<file path="config.mk">
export PLATFORM = sky130hd
export DESIGN_NAME = sseq_top
export DESIGN_NICKNAME = d
export VERILOG_FILES = /design/src/rtl/sseq_pkg.sv /design/src/rtl/sseq_uop_dec.sv /design/src/rtl/sseq_addr_unit.sv /design/src/rtl/sseq_status_unit.sv /design/src/rtl/sseq_top.sv
export SDC_FILE = /design/constraint.sdc
export NUM_CORES = 1
export LEC_CHECK = 0
export ABC_AREA = 1
export BUFFER_PORTS_ARGS = -buffer_cell sky130_fd_sc_hd__buf_2
export CORE_MARGIN = 5
export CORE_UTILIZATION = 57
export CTS_CLUSTER_DIAMETER = 40
export DETAILED_ROUTE_END_ITERATION = 10
export GPL_ROUTABILITY_DRIVEN = 0
export GPL_TIMING_DRIVEN = 0
export PLACE_DENSITY_LB_ADDON = 0.15
export SLEW_MARGIN = 0
export SYNTH_ARGS = -nofsm -noshare
export SYNTH_HDL_FRONTEND = slang
export SYNTH_HIERARCHICAL = 1
export SYNTH_SLANG_ARGS = --single-unit
</file>
<file path="constraint.sdc">
create_clock -name clk -period 3 [get_ports clk]
set_input_delay 0.15 -clock clk [delete_from_list [all_inputs] [get_ports clk]]
set_output_delay 0.15 -clock clk [all_outputs]
set_load 0.03 [all_outputs]
</file>
<file path="src/rtl/sseq_pkg.sv">
package sseq_pkg;

    localparam int ADDR_W = 16;
    localparam int DATA_W = 8;
    localparam int STEP_W = 3;

    localparam int ST_ZERO  = 1;
    localparam int ST_IRQ   = 2;
    localparam int ST_BRK   = 4;
    localparam int ST_ONE   = 5;
    localparam int ST_NEG   = 7;

    localparam logic [DATA_W-1:0] FIXED_MASK =
        DATA_W'((1 << ST_BRK) | (1 << ST_ONE));

    typedef enum logic [3:0] {
        OP_PUSH_A  = 4'd0,
        OP_PUSH_P  = 4'd1,
        OP_PULL_A  = 4'd2,
        OP_PULL_P  = 4'd3,
        OP_CALL    = 4'd4,
        OP_RET     = 4'd5,
        OP_BRK     = 4'd6,
        OP_RTI     = 4'd7,
        OP_RESET   = 4'd8,
        OP_LOAD_SP = 4'd9
    } sseq_op_e;

    typedef enum logic [1:0] {MEM_IDLE, MEM_RD, MEM_WR} mem_kind_e;

    typedef enum logic [2:0] {
        AD_STACK_CUR, AD_STACK_UP, AD_BRK_LO, AD_BRK_HI, AD_RST_LO, AD_RST_HI
    } addr_sel_e;

    typedef enum logic [1:0] {WD_ACC, WD_STATUS, WD_RET_HI, WD_RET_LO} wdata_sel_e;

    typedef enum logic [2:0] {SP_HOLD, SP_INC, SP_DEC, SP_LOAD, SP_DROP3} sp_act_e;

    typedef enum logic [2:0] {CAP_NONE, CAP_LO, CAP_ACC, CAP_PLAIN_P, CAP_RTI_P} cap_e;

    typedef enum logic [1:0] {PC_HOLD, PC_TARGET, PC_JOIN, PC_JOIN_INC} pc_act_e;

    typedef struct packed {
        mem_kind_e  mem;
        addr_sel_e  addr;
        wdata_sel_e wsel;
        sp_act_e    sp;
        cap_e       cap;
        pc_act_e    pc;
        logic       set_irq;
        logic       set_fixed;
        logic       last;
    } uop_t;

    typedef struct packed {
        logic              busy;
        logic [STEP_W-1:0] step;
        sseq_op_e          op;
        logic [ADDR_W-1:0] pc;
        logic [ADDR_W-1:0] tgt;
        logic [DATA_W-1:0] acc;
        logic [DATA_W-1:0] xv;
        logic [DATA_W-1:0] lo;
        logic [DATA_W-1:0] sp;
        logic [DATA_W-1:0] status;
    } seq_state_t;

endpackage

</file>
<file path="src/rtl/sseq_uop_dec.sv">
module sseq_uop_dec
    import sseq_pkg::*;
(
    input  sseq_op_e          op_i,
    input  logic [STEP_W-1:0] step_i,
    output uop_t              uop_o
);

    always_comb begin
        uop_o.mem       = MEM_IDLE;
        uop_o.addr      = AD_STACK_CUR;
        uop_o.wsel      = WD_ACC;
        uop_o.sp        = SP_HOLD;
        uop_o.cap       = CAP_NONE;
        uop_o.pc        = PC_HOLD;
        uop_o.set_irq   = 1'b0;
        uop_o.set_fixed = 1'b0;
        uop_o.last      = 1'b0;
        case (op_i)
            OP_PUSH_A: begin
                uop_o.mem  = MEM_WR;
                uop_o.wsel = WD_ACC;
                uop_o.sp   = SP_DEC;
                uop_o.last = 1'b1;
            end
            OP_PUSH_P: begin
                uop_o.mem  = MEM_WR;
                uop_o.wsel = WD_STATUS;
                uop_o.sp   = SP_DEC;
                uop_o.last = 1'b1;
            end
            OP_PULL_A, OP_PULL_P: begin
                if (step_i == 3'd0) begin
                    uop_o.mem  = MEM_RD;
                    uop_o.addr = AD_STACK_UP;
                    uop_o.sp   = SP_INC;
                end else begin
                    uop_o.cap  = (op_i == OP_PULL_A) ? CAP_ACC : CAP_PLAIN_P;
                    uop_o.last = 1'b1;
                end
            end
            OP_CALL: begin
                uop_o.mem = MEM_WR;
                uop_o.sp  = SP_DEC;
                if (step_i == 3'd0) begin
                    uop_o.wsel = WD_RET_HI;
                end else begin
                    uop_o.wsel = WD_RET_LO;
                    uop_o.pc   = PC_TARGET;
                    uop_o.last = 1'b1;
                end
            end
            OP_RET: begin
                case (step_i)
                    3'd0: begin
                        uop_o.mem  = MEM_RD;
                        uop_o.addr = AD_STACK_UP;
                        uop_o.sp   = SP_INC;
                    end
                    3'd1: begin
                        uop_o.mem  = MEM_RD;
                        uop_o.addr = AD_STACK_UP;
                        uop_o.sp   = SP_INC;
                        uop_o.cap  = CAP_LO;
                    end
                    default: begin
                        uop_o.pc   = PC_JOIN_INC;
                        uop_o.last = 1'b1;
                    end
                endcase
            end
            OP_BRK: begin
                case (step_i)
                    3'd0: begin
                        uop_o.mem  = MEM_WR;
                        uop_o.wsel = WD_RET_HI;
                        uop_o.sp   = SP_DEC;
                    end
                    3'd1: begin
                        uop_o.mem  = MEM_WR;
                        uop_o.wsel = WD_RET_LO;
                        uop_o.sp   = SP_DEC;
                    end
                    3'd2: begin
                        uop_o.mem     = MEM_WR;
                        uop_o.wsel    = WD_STATUS;
                        uop_o.sp      = SP_DEC;
                        uop_o.set_irq = 1'b1;
                    end
                    3'd3: begin
                        uop_o.mem  = MEM_RD;
                        uop_o.addr = AD_BRK_LO;
                    end
                    3'd4: begin
                        uop_o.mem  = MEM_RD;
                        uop_o.addr = AD_BRK_HI;
                        uop_o.cap  = CAP_LO;
                    end
                    default: begin
                        uop_o.pc   = PC_JOIN;
                        uop_o.last = 1'b1;
                    end
                endcase
            end
            OP_RTI: begin
                case (step_i)
                    3'd0: begin
                        uop_o.mem  = MEM_RD;
                        uop_o.addr = AD_STACK_UP;
                        uop_o.sp   = SP_INC;
                    end
                    3'd1: begin
                        uop_o.mem  = MEM_RD;
                        uop_o.addr = AD_STACK_UP;
                        uop_o.sp   = SP_INC;
                        uop_o.cap  = CAP_RTI_P;
                    end
                    3'd2: begin
                        uop_o.mem  = MEM_RD;
                        uop_o.addr = AD_STACK_UP;
                        uop_o.sp   = SP_INC;
                        uop_o.cap  = CAP_LO;
                    end
                    default: begin
                        uop_o.pc   = PC_JOIN;
                        uop_o.last = 1'b1;
                    end
                endcase
            end
            OP_RESET: begin
                case (step_i)
                    3'd0: begin
                        uop_o.mem  = MEM_RD;
                        uop_o.addr = AD_RST_LO;
                    end
                    3'd1: begin
                        uop_o.mem  = MEM_RD;
                        uop_o.addr = AD_RST_HI;
                        uop_o.cap  = CAP_LO;
                    end
                    default: begin
                        uop_o.pc        = PC_JOIN;
                        uop_o.sp        = SP_DROP3;
                        uop_o.set_fixed = 1'b1;
                        uop_o.last      = 1'b1;
                    end
                endcase
            end
            OP_LOAD_SP: begin
                uop_o.sp   = SP_LOAD;
                uop_o.last = 1'b1;
            end
            default: uop_o.last = 1'b1;
        endcase
    end

endmodule

</file>
<file path="src/rtl/sseq_addr_unit.sv">
module sseq_addr_unit
    import sseq_pkg::*;
#(
    parameter logic [7:0]        STACK_PAGE = 8'h01,
    parameter logic [ADDR_W-1:0] BRK_VEC    = 16'hFFFE,
    parameter logic [ADDR_W-1:0] RST_VEC    = 16'hFFFC
) (
    input  logic [DATA_W-1:0] sp_i,
    input  logic [DATA_W-1:0] x_i,
    input  addr_sel_e         addr_sel_i,
    input  sp_act_e           sp_act_i,
    output logic [ADDR_W-1:0] addr_o,
    output logic [DATA_W-1:0] sp_next_o
);

    localparam logic [DATA_W-1:0] RST_DROP = DATA_W'(3);

    logic [DATA_W-1:0] sp_up;
    assign sp_up = sp_i + DATA_W'(1);

    always_comb begin
        case (addr_sel_i)
            AD_STACK_UP: addr_o = {STACK_PAGE, sp_up};
            AD_BRK_LO:   addr_o = BRK_VEC;
            AD_BRK_HI:   addr_o = BRK_VEC + ADDR_W'(1);
            AD_RST_LO:   addr_o = RST_VEC;
            AD_RST_HI:   addr_o = RST_VEC + ADDR_W'(1);
            default:     addr_o = {STACK_PAGE, sp_i};
        endcase
    end

    always_comb begin
        case (sp_act_i)
            SP_INC:   sp_next_o = sp_up;
            SP_DEC:   sp_next_o = sp_i - DATA_W'(1);
            SP_LOAD:  sp_next_o = x_i;
            SP_DROP3: sp_next_o = sp_i - RST_DROP;
            default:  sp_next_o = sp_i;
        endcase
    end

endmodule

</file>
<file path="src/rtl/sseq_status_unit.sv">
module sseq_status_unit
    import sseq_pkg::*;
(
    input  logic [DATA_W-1:0] status_i,
    input  logic [DATA_W-1:0] rdata_i,
    input  cap_e              cap_i,
    input  logic              set_irq_i,
    input  logic              set_fixed_i,
    output logic [DATA_W-1:0] status_o,
    output logic [DATA_W-1:0] push_img_o
);

    assign push_img_o = status_i | FIXED_MASK;

    logic [DATA_W-1:0] loaded;

    always_comb begin
        loaded = status_i;
        case (cap_i)
            CAP_ACC: begin
                loaded[ST_ZERO] = (rdata_i == '0);
                loaded[ST_NEG]  = rdata_i[DATA_W-1];
            end
            CAP_PLAIN_P: loaded = rdata_i | FIXED_MASK;
            CAP_RTI_P: begin
                loaded         = rdata_i;
                loaded[ST_BRK] = 1'b0;
            end
            default: loaded = status_i;
        endcase
        status_o = loaded;
        if (set_irq_i)   status_o[ST_IRQ] = 1'b1;
        if (set_fixed_i) status_o = status_o | FIXED_MASK;
    end

endmodule

</file>
<file path="src/rtl/sseq_top.sv">
module sseq_top
    import sseq_pkg::*;
#(
    parameter logic [7:0]  STACK_PAGE   = 8'h01,
    parameter logic [15:0] BRK_VEC      = 16'hFFFE,
    parameter logic [15:0] RST_VEC      = 16'hFFFC,
    parameter logic [7:0]  SP_RESET     = 8'h00,
    parameter logic [7:0]  STATUS_RESET = 8'h00
) (
    input  logic        clk,
    input  logic        rst_n,
    input  logic        start_i,
    input  logic [3:0]  op_i,
    input  logic [15:0] pc_i,
    input  logic [15:0] target_i,
    input  logic [7:0]  acc_i,
    input  logic [7:0]  x_i,
    input  logic [7:0]  mem_rdata_i,
    output logic [15:0] mem_addr_o,
    output logic [7:0]  mem_wdata_o,
    output logic        mem_we_o,
    output logic        mem_re_o,
    output logic        busy_o,
    output logic        done_o,
    output logic [15:0] pc_o,
    output logic [7:0]  sp_o,
    output logic [7:0]  status_o,
    output logic [7:0]  acc_o
);

    seq_state_t st_d, st_q;
    uop_t       uop;

    logic [DATA_W-1:0] sp_next;
    logic [DATA_W-1:0] status_next;
    logic [DATA_W-1:0] push_img;
    logic [ADDR_W-1:0] addr;
    logic [ADDR_W-1:0] ret_addr;
    logic [ADDR_W-1:0] joined;

    sseq_uop_dec dec_i (
        .op_i   (st_q.op),
        .step_i (st_q.step),
        .uop_o  (uop)
    );

    sseq_addr_unit #(
        .STACK_PAGE (STACK_PAGE),
        .BRK_VEC    (BRK_VEC),
        .RST_VEC    (RST_VEC)
    ) addr_i (
        .sp_i       (st_q.sp),
        .x_i        (st_q.xv),
        .addr_sel_i (uop.addr),
        .sp_act_i   (uop.sp),
        .addr_o     (addr),
        .sp_next_o  (sp_next)
    );

    sseq_status_unit stat_i (
        .status_i    (st_q.status),
        .rdata_i     (mem_rdata_i),
        .cap_i       (uop.cap),
        .set_irq_i   (uop.set_irq),
        .set_fixed_i (uop.set_fixed),
        .status_o    (status_next),
        .push_img_o  (push_img)
    );

    assign ret_addr = (st_q.op == OP_BRK) ? st_q.pc + ADDR_W'(1)
                                          : st_q.pc - ADDR_W'(1);
    assign joined   = {mem_rdata_i, st_q.lo};

    always_comb begin
        st_d = st_q;
        if (!st_q.busy) begin
            if (start_i) begin
                st_d.busy = 1'b1;
                st_d.step = '0;
                st_d.op   = sseq_op_e'(op_i);
                st_d.pc   = pc_i;
                st_d.tgt  = target_i;
                st_d.acc  = acc_i;
                st_d.xv   = x_i;
            end
        end else begin
            st_d.sp     = sp_next;
            st_d.status = status_next;
            if (uop.cap == CAP_LO)  st_d.lo  = mem_rdata_i;
            if (uop.cap == CAP_ACC) st_d.acc = mem_rdata_i;
            case (uop.pc)
                PC_TARGET:   st_d.pc = st_q.tgt;
                PC_JOIN:     st_d.pc = joined;
                PC_JOIN_INC: st_d.pc = joined + ADDR_W'(1);
                default:     st_d.pc = st_q.pc;
            endcase
            if (uop.last) begin
                st_d.busy = 1'b0;
                st_d.step = '0;
            end else begin
                st_d.step = st_q.step + STEP_W'(1);
            end
        end
    end

    always_ff @(posedge clk or negedge rst_n) begin
        if (!rst_n) begin
            st_q.busy   <= 1'b0;
            st_q.step   <= '0;
            st_q.op     <= OP_PUSH_A;
            st_q.pc     <= '0;
            st_q.tgt    <= '0;
            st_q.acc    <= '0;
            st_q.xv     <= '0;
            st_q.lo     <= '0;
            st_q.sp     <= SP_RESET;
            st_q.status <= STATUS_RESET;
        end else begin
            st_q <= st_d;
        end
    end

    always_comb begin
        case (uop.wsel)
            WD_STATUS: mem_wdata_o = push_img;
            WD_RET_HI: mem_wdata_o = ret_addr[ADDR_W-1:DATA_W];
            WD_RET_LO: mem_wdata_o = ret_addr[DATA_W-1:0];
            default:   mem_wdata_o = st_q.acc;
        endcase
    end

    assign mem_addr_o = addr;
    assign mem_we_o   = st_q.busy && (uop.mem == MEM_WR);
    assign mem_re_o   = st_q.busy && (uop.mem == MEM_RD);
    assign busy_o     = st_q.busy;
    assign done_o     = st_q.busy && uop.last;
    assign pc_o       = st_q.pc;
    assign sp_o       = st_q.sp;
    assign status_o   = st_q.status;
    assign acc_o      = st_q.acc;

endmodule

</file>
==> impl_metrics.csv <==
group,metric,value,unit
power_and_ir_drop,intPower,4.73,mW
synthesis,synth_edf_count,0,
placed_design,numPortBuffers,129,
clock_tree,clk_transition_reported_paths,0.06,ns
drt,drt_pass1_iterations,5,
grt,grtUsageTotal,27.0,%
synthesis,yosysWarnings,6,
finish,final_cells,1352,
power_and_ir_drop,power_per_cell_area,1270,mW/mm2
grt,met1_usage,37.4,%
timing,period_share,97.5,%
timing,finalWorstSetupSlack,0.0747,ns
synthesis,synthSimpleGateAreaFrac,40.1,%
grt,grt_pass1_wl,31400,um
placed_design,post-place-ws,-0.125,ns
synthesis,synth-main-ff-cell,"dfrtp_1",
outcome,status,"complete, no violations",
timing,finalSetupTns,0,ns
power_and_ir_drop,combPwrFrac,66.8,%
synthesis,seq_area_frac_synth,29.6,%
clock_tree,htree_levels,3,
worst_setup_path,slowest_delay,0.47,ns
worst_setup_path,critPathKind,"reg -> out",
clock_tree,cts-root-buf,"clkbuf_16",
drt,via_count,7155,
drt,drc,0,
grt,grt_pass1_vias,6532,
clock_tree,clockBufferDepth,2,
worst_hold_path,min_path_cells,3,
worst_setup_path,crit_path_end_kind,"output pin",
floorplanning,fp.dieH,119,um
worst_setup_path,slowest_stage,"dfrtp_2",
drt,wl_per_cell,14.7,um
synthesis,syn_inst,1054,
finish,n_antenna_cell,0,
power_and_ir_drop,power.total,10.2,mW
synthesis,muxShareOfSynthArea,0,%
drt,finalWirelength,19900,um
timing,fin_skew,0.0131,ns
floorplanning,rows,39,
flow_run,maxCapViolCount,0,
grt,overflow,0,
clock_tree,clkSinkCount,80,
floorplanning,start_util,58.7,%
floorplanning,coreArea,0.0115,mm2
synthesis,syn_avg_cell_area,6.41,um2
worst_setup_path,start_kind,"flop",
finish,syn2layout_area_growth,19.4,%
timing,maxSlewViolCount,0,
grt,grt_use_met2,44.6,%
finish,n_fill_cell,1091,
power_and_ir_drop,swShare,53.8,%
grt,met3_usage,4.12,%
synthesis,ys_ff_latch,80,
worst_hold_path,hp-class,"in -> reg",
timing,maxSlewHeadroom,58.6,%
clock_tree,worstSkewPairLatency,0.34,ns
timing,rsz0062_at_grt,"true",
power_and_ir_drop,seqPwrFrac,21.5,%
worst_setup_path,rr_worst_depth,13,
drt,dr.first_iter.drc_count,714,
synthesis,synthAdderAreaFrac,4.67,%
synthesis,synth_cell_type_count,45,
placed_design,dp_hpwl,15200,um
finish,layout.nets,1291,
timing,min_period,2.93,ns
floorplanning,die_area,0.0141,mm2
synthesis,ys_async_sr_fraction,100,%
synthesis,synth_xor_xnor_area_share,0.259,%
power_and_ir_drop,peakVddDrop,0.000568,V
grt,antenna_found_initial,0,
finish,design_area,0.00806,mm2
power_and_ir_drop,p_sw,5.51,mW
worst_setup_path,crit_chain,"nor2_4 -> buf_12 -> nand3_4 -> ha_1 -> or2_2 -> nand3b_1 -> nand2_1 -> nand2_1 -> nand2_1 -> nand2_1 -> nand3_1 -> nand4_1 -> clkbuf_4",
synthesis,synth_compound_area_share,10.3,%
finish,multi_input_area,0.00381,mm2
timing,hold_viol_final,0,
drt,vias_per_cell,5.29,
worst_setup_path,arrival,2.78,ns
timing,fmax,0.342,GHz
synthesis,syn_area,0.00676,mm2
worst_setup_path,cpMostUsedCell,"nand2_1",
power_and_ir_drop,power.leakage,4.50,nW
worst_setup_path,cp.required,2.85,ns
floorplanning,pin_count,131,
finish,drive_above_1_share,22.2,%
grt,grt_start_max_net_pins,54,
placed_design,dp.cells,1328,
clock_tree,cts_tree,"yes",
synthesis,synth_top_family_by_area,"simple AND/OR/NAND/NOR gates",
timing,setup_viol,0,
drt,final_antenna_net_count,0,
finish,regArea,0.00201,mm2
clock_tree,cts_buffers,9,
worst_setup_path,worstPathMaxFanout,7,
timing,tightest_slew,0.618,ns
placed_design,postPlaceCellArea,0.00761,mm2
floorplanning,die_x,119,um
power_and_ir_drop,clockPowerShare,11.7,%
grt,top_usage_layer,"met2",
[cell families (layout without fill, tap and decap cells)]
group / after synthesis / in the layout
xor+xnor: 2 / 2
simple gates: 633 / 634
flops: 80 / 80
fa+ha+maj: 24 / 24
buf+inv: 195 / 348
compound gates: 118 / 118
other cells: 2 / 3
[final timing paths]
| kind | startpoint | endpoint | slack [ns] |
|---|---|---|---|
| hold reg to reg | st_q[49]$_DFFE_PN0P_ | st_q[49]$_DFFE_PN0P_ | 0.47 |
| setup / recovery | st_q[72]$_DFFE_PN0P_ | mem_wdata_o[6] | 0.07 |
| min in group asynchronous | rst_n | st_q[45]$_DFFE_PN0P_ | 0.28 |
| hold / removal | op_i[0] | st_q[72]$_DFFE_PN0P_ | 0.001 |
| setup reg to reg | st_q[73]$_DFFE_PN0P_ | pc_o[2]$_DFFE_PN0P_ | 0.23 |
| max in group asynchronous | rst_n | pc_o[3]$_DFFE_PN0P_ | 2.12 |
[layout make-up]
| cell class | count | area share (%) |
|---|---|---|
| Sequential cell | 80 | 24.9 |
| Clock inverter | 4 | 0.946 |
| Tap cell | 143 | 2.22 |
| Timing Repair Buffer | 137 | 9.25 |
| Clock buffer | 12 | 3.06 |
| Buffer | 79 | 7.06 |
| Inverter | 116 | 5.40 |
| Multi-Input combinational cell | 781 | 47.2 |
[what timing repair did]
item	CTS	global route
endpoints found under the hold margin	27	0
pin swaps	0	1
hold buffers	1	0
cloned	0	1
setup endpoints to repair	8	8
buffers inserted	0	6
resized for setup	3	13
[metal layers]
layer / vias to the layer above / routed length, um / part of all wire, %
met2: 301 / 9330 / 47
met5: - / 0 / 0
met4: 0 / 351 / 1.8
met3: 35 / 1580 / 7.9
li1: 3625 / - / -
met1: 3194 / 8660 / 43
[flip-flops by register name, summed over array words and instances (netlist names)]
| signal | cells |
|---|---|
| status_o | 8 |
| st_q | 31 |
| busy_o | 1 |
| pc_o | 16 |
| sp_o | 8 |
| joined | 8 |
| acc_o | 8 |
[cells in the mapped netlist (3+ instances only)]
cell type	count	area [um2]
nand2_1	403	1510
inv_1	110	413
nand3_1	88	440
nor2_1	82	308
dfrtp_1	80	2000
buf_4	56	420
a21oi_1	38	190
ha_1	22	275
o21ai_0	22	110
nand4_1	19	119
a22oi_1	18	135
o21ai_1	17	85.1
clkbuf_1	9	33.8
o211ai_1	9	67.6
nor2_2	8	50.1
nand2_2	7	43.8
nand3b_1	7	52.6
nor2_4	7	78.8
inv_2	6	22.5
buf_2	5	25.0
a31oi_1	4	25.0
buf_6	3	33.8
nand2_4	3	33.8
nor3_1	3	15.0
[power by group through the flow]
stage	Sequential (mW)	Clock, mW	Combinational, mW
floorplan	1.98	0	5.13
global placement	2.14	0	6.51
detailed placement	2.16	0	6.62
CTS	2.15	1.20	6.67
global route	2.26	1.25	7.60
finish	2.20	1.20	6.84
[placed cells by master, fill, tap and decap left out, drive strengths merged, types with 3 or more instances in the layout]
cell type    n
conb         3
nand3       92
nand4       19
a21oi       39
nor3         3
clkbuf      26
ha          22
o21ai       41
nor2        97
a22oi       18
buf        200
nand3b       7
a31oi        4
dfrtp       80
inv        117
nand2      413
o211ai       9
[metrics by stage]
stage,hold slack [ns],util [%]
global placement,0.349,65.9
finish,0.00145,70.0
detailed placement,0.0957,66.1
floorplan,-0.146,-
CTS,0.00327,69.1
global route,0.0135,70.0
[worst max-delay path, delay by kind of cell (launching register included)]
| kind | cells | cell delay [ns] |
|---|---|---|
| AND/OR/NAND/NOR | 10 | 1.28 |
| buffers and inverters | 2 | 0.33 |
| flip-flops | 1 | 0.47 |
| adder cells (fa/ha/maj) | 1 | 0.34 |
(Power assumes the default switching activity.)
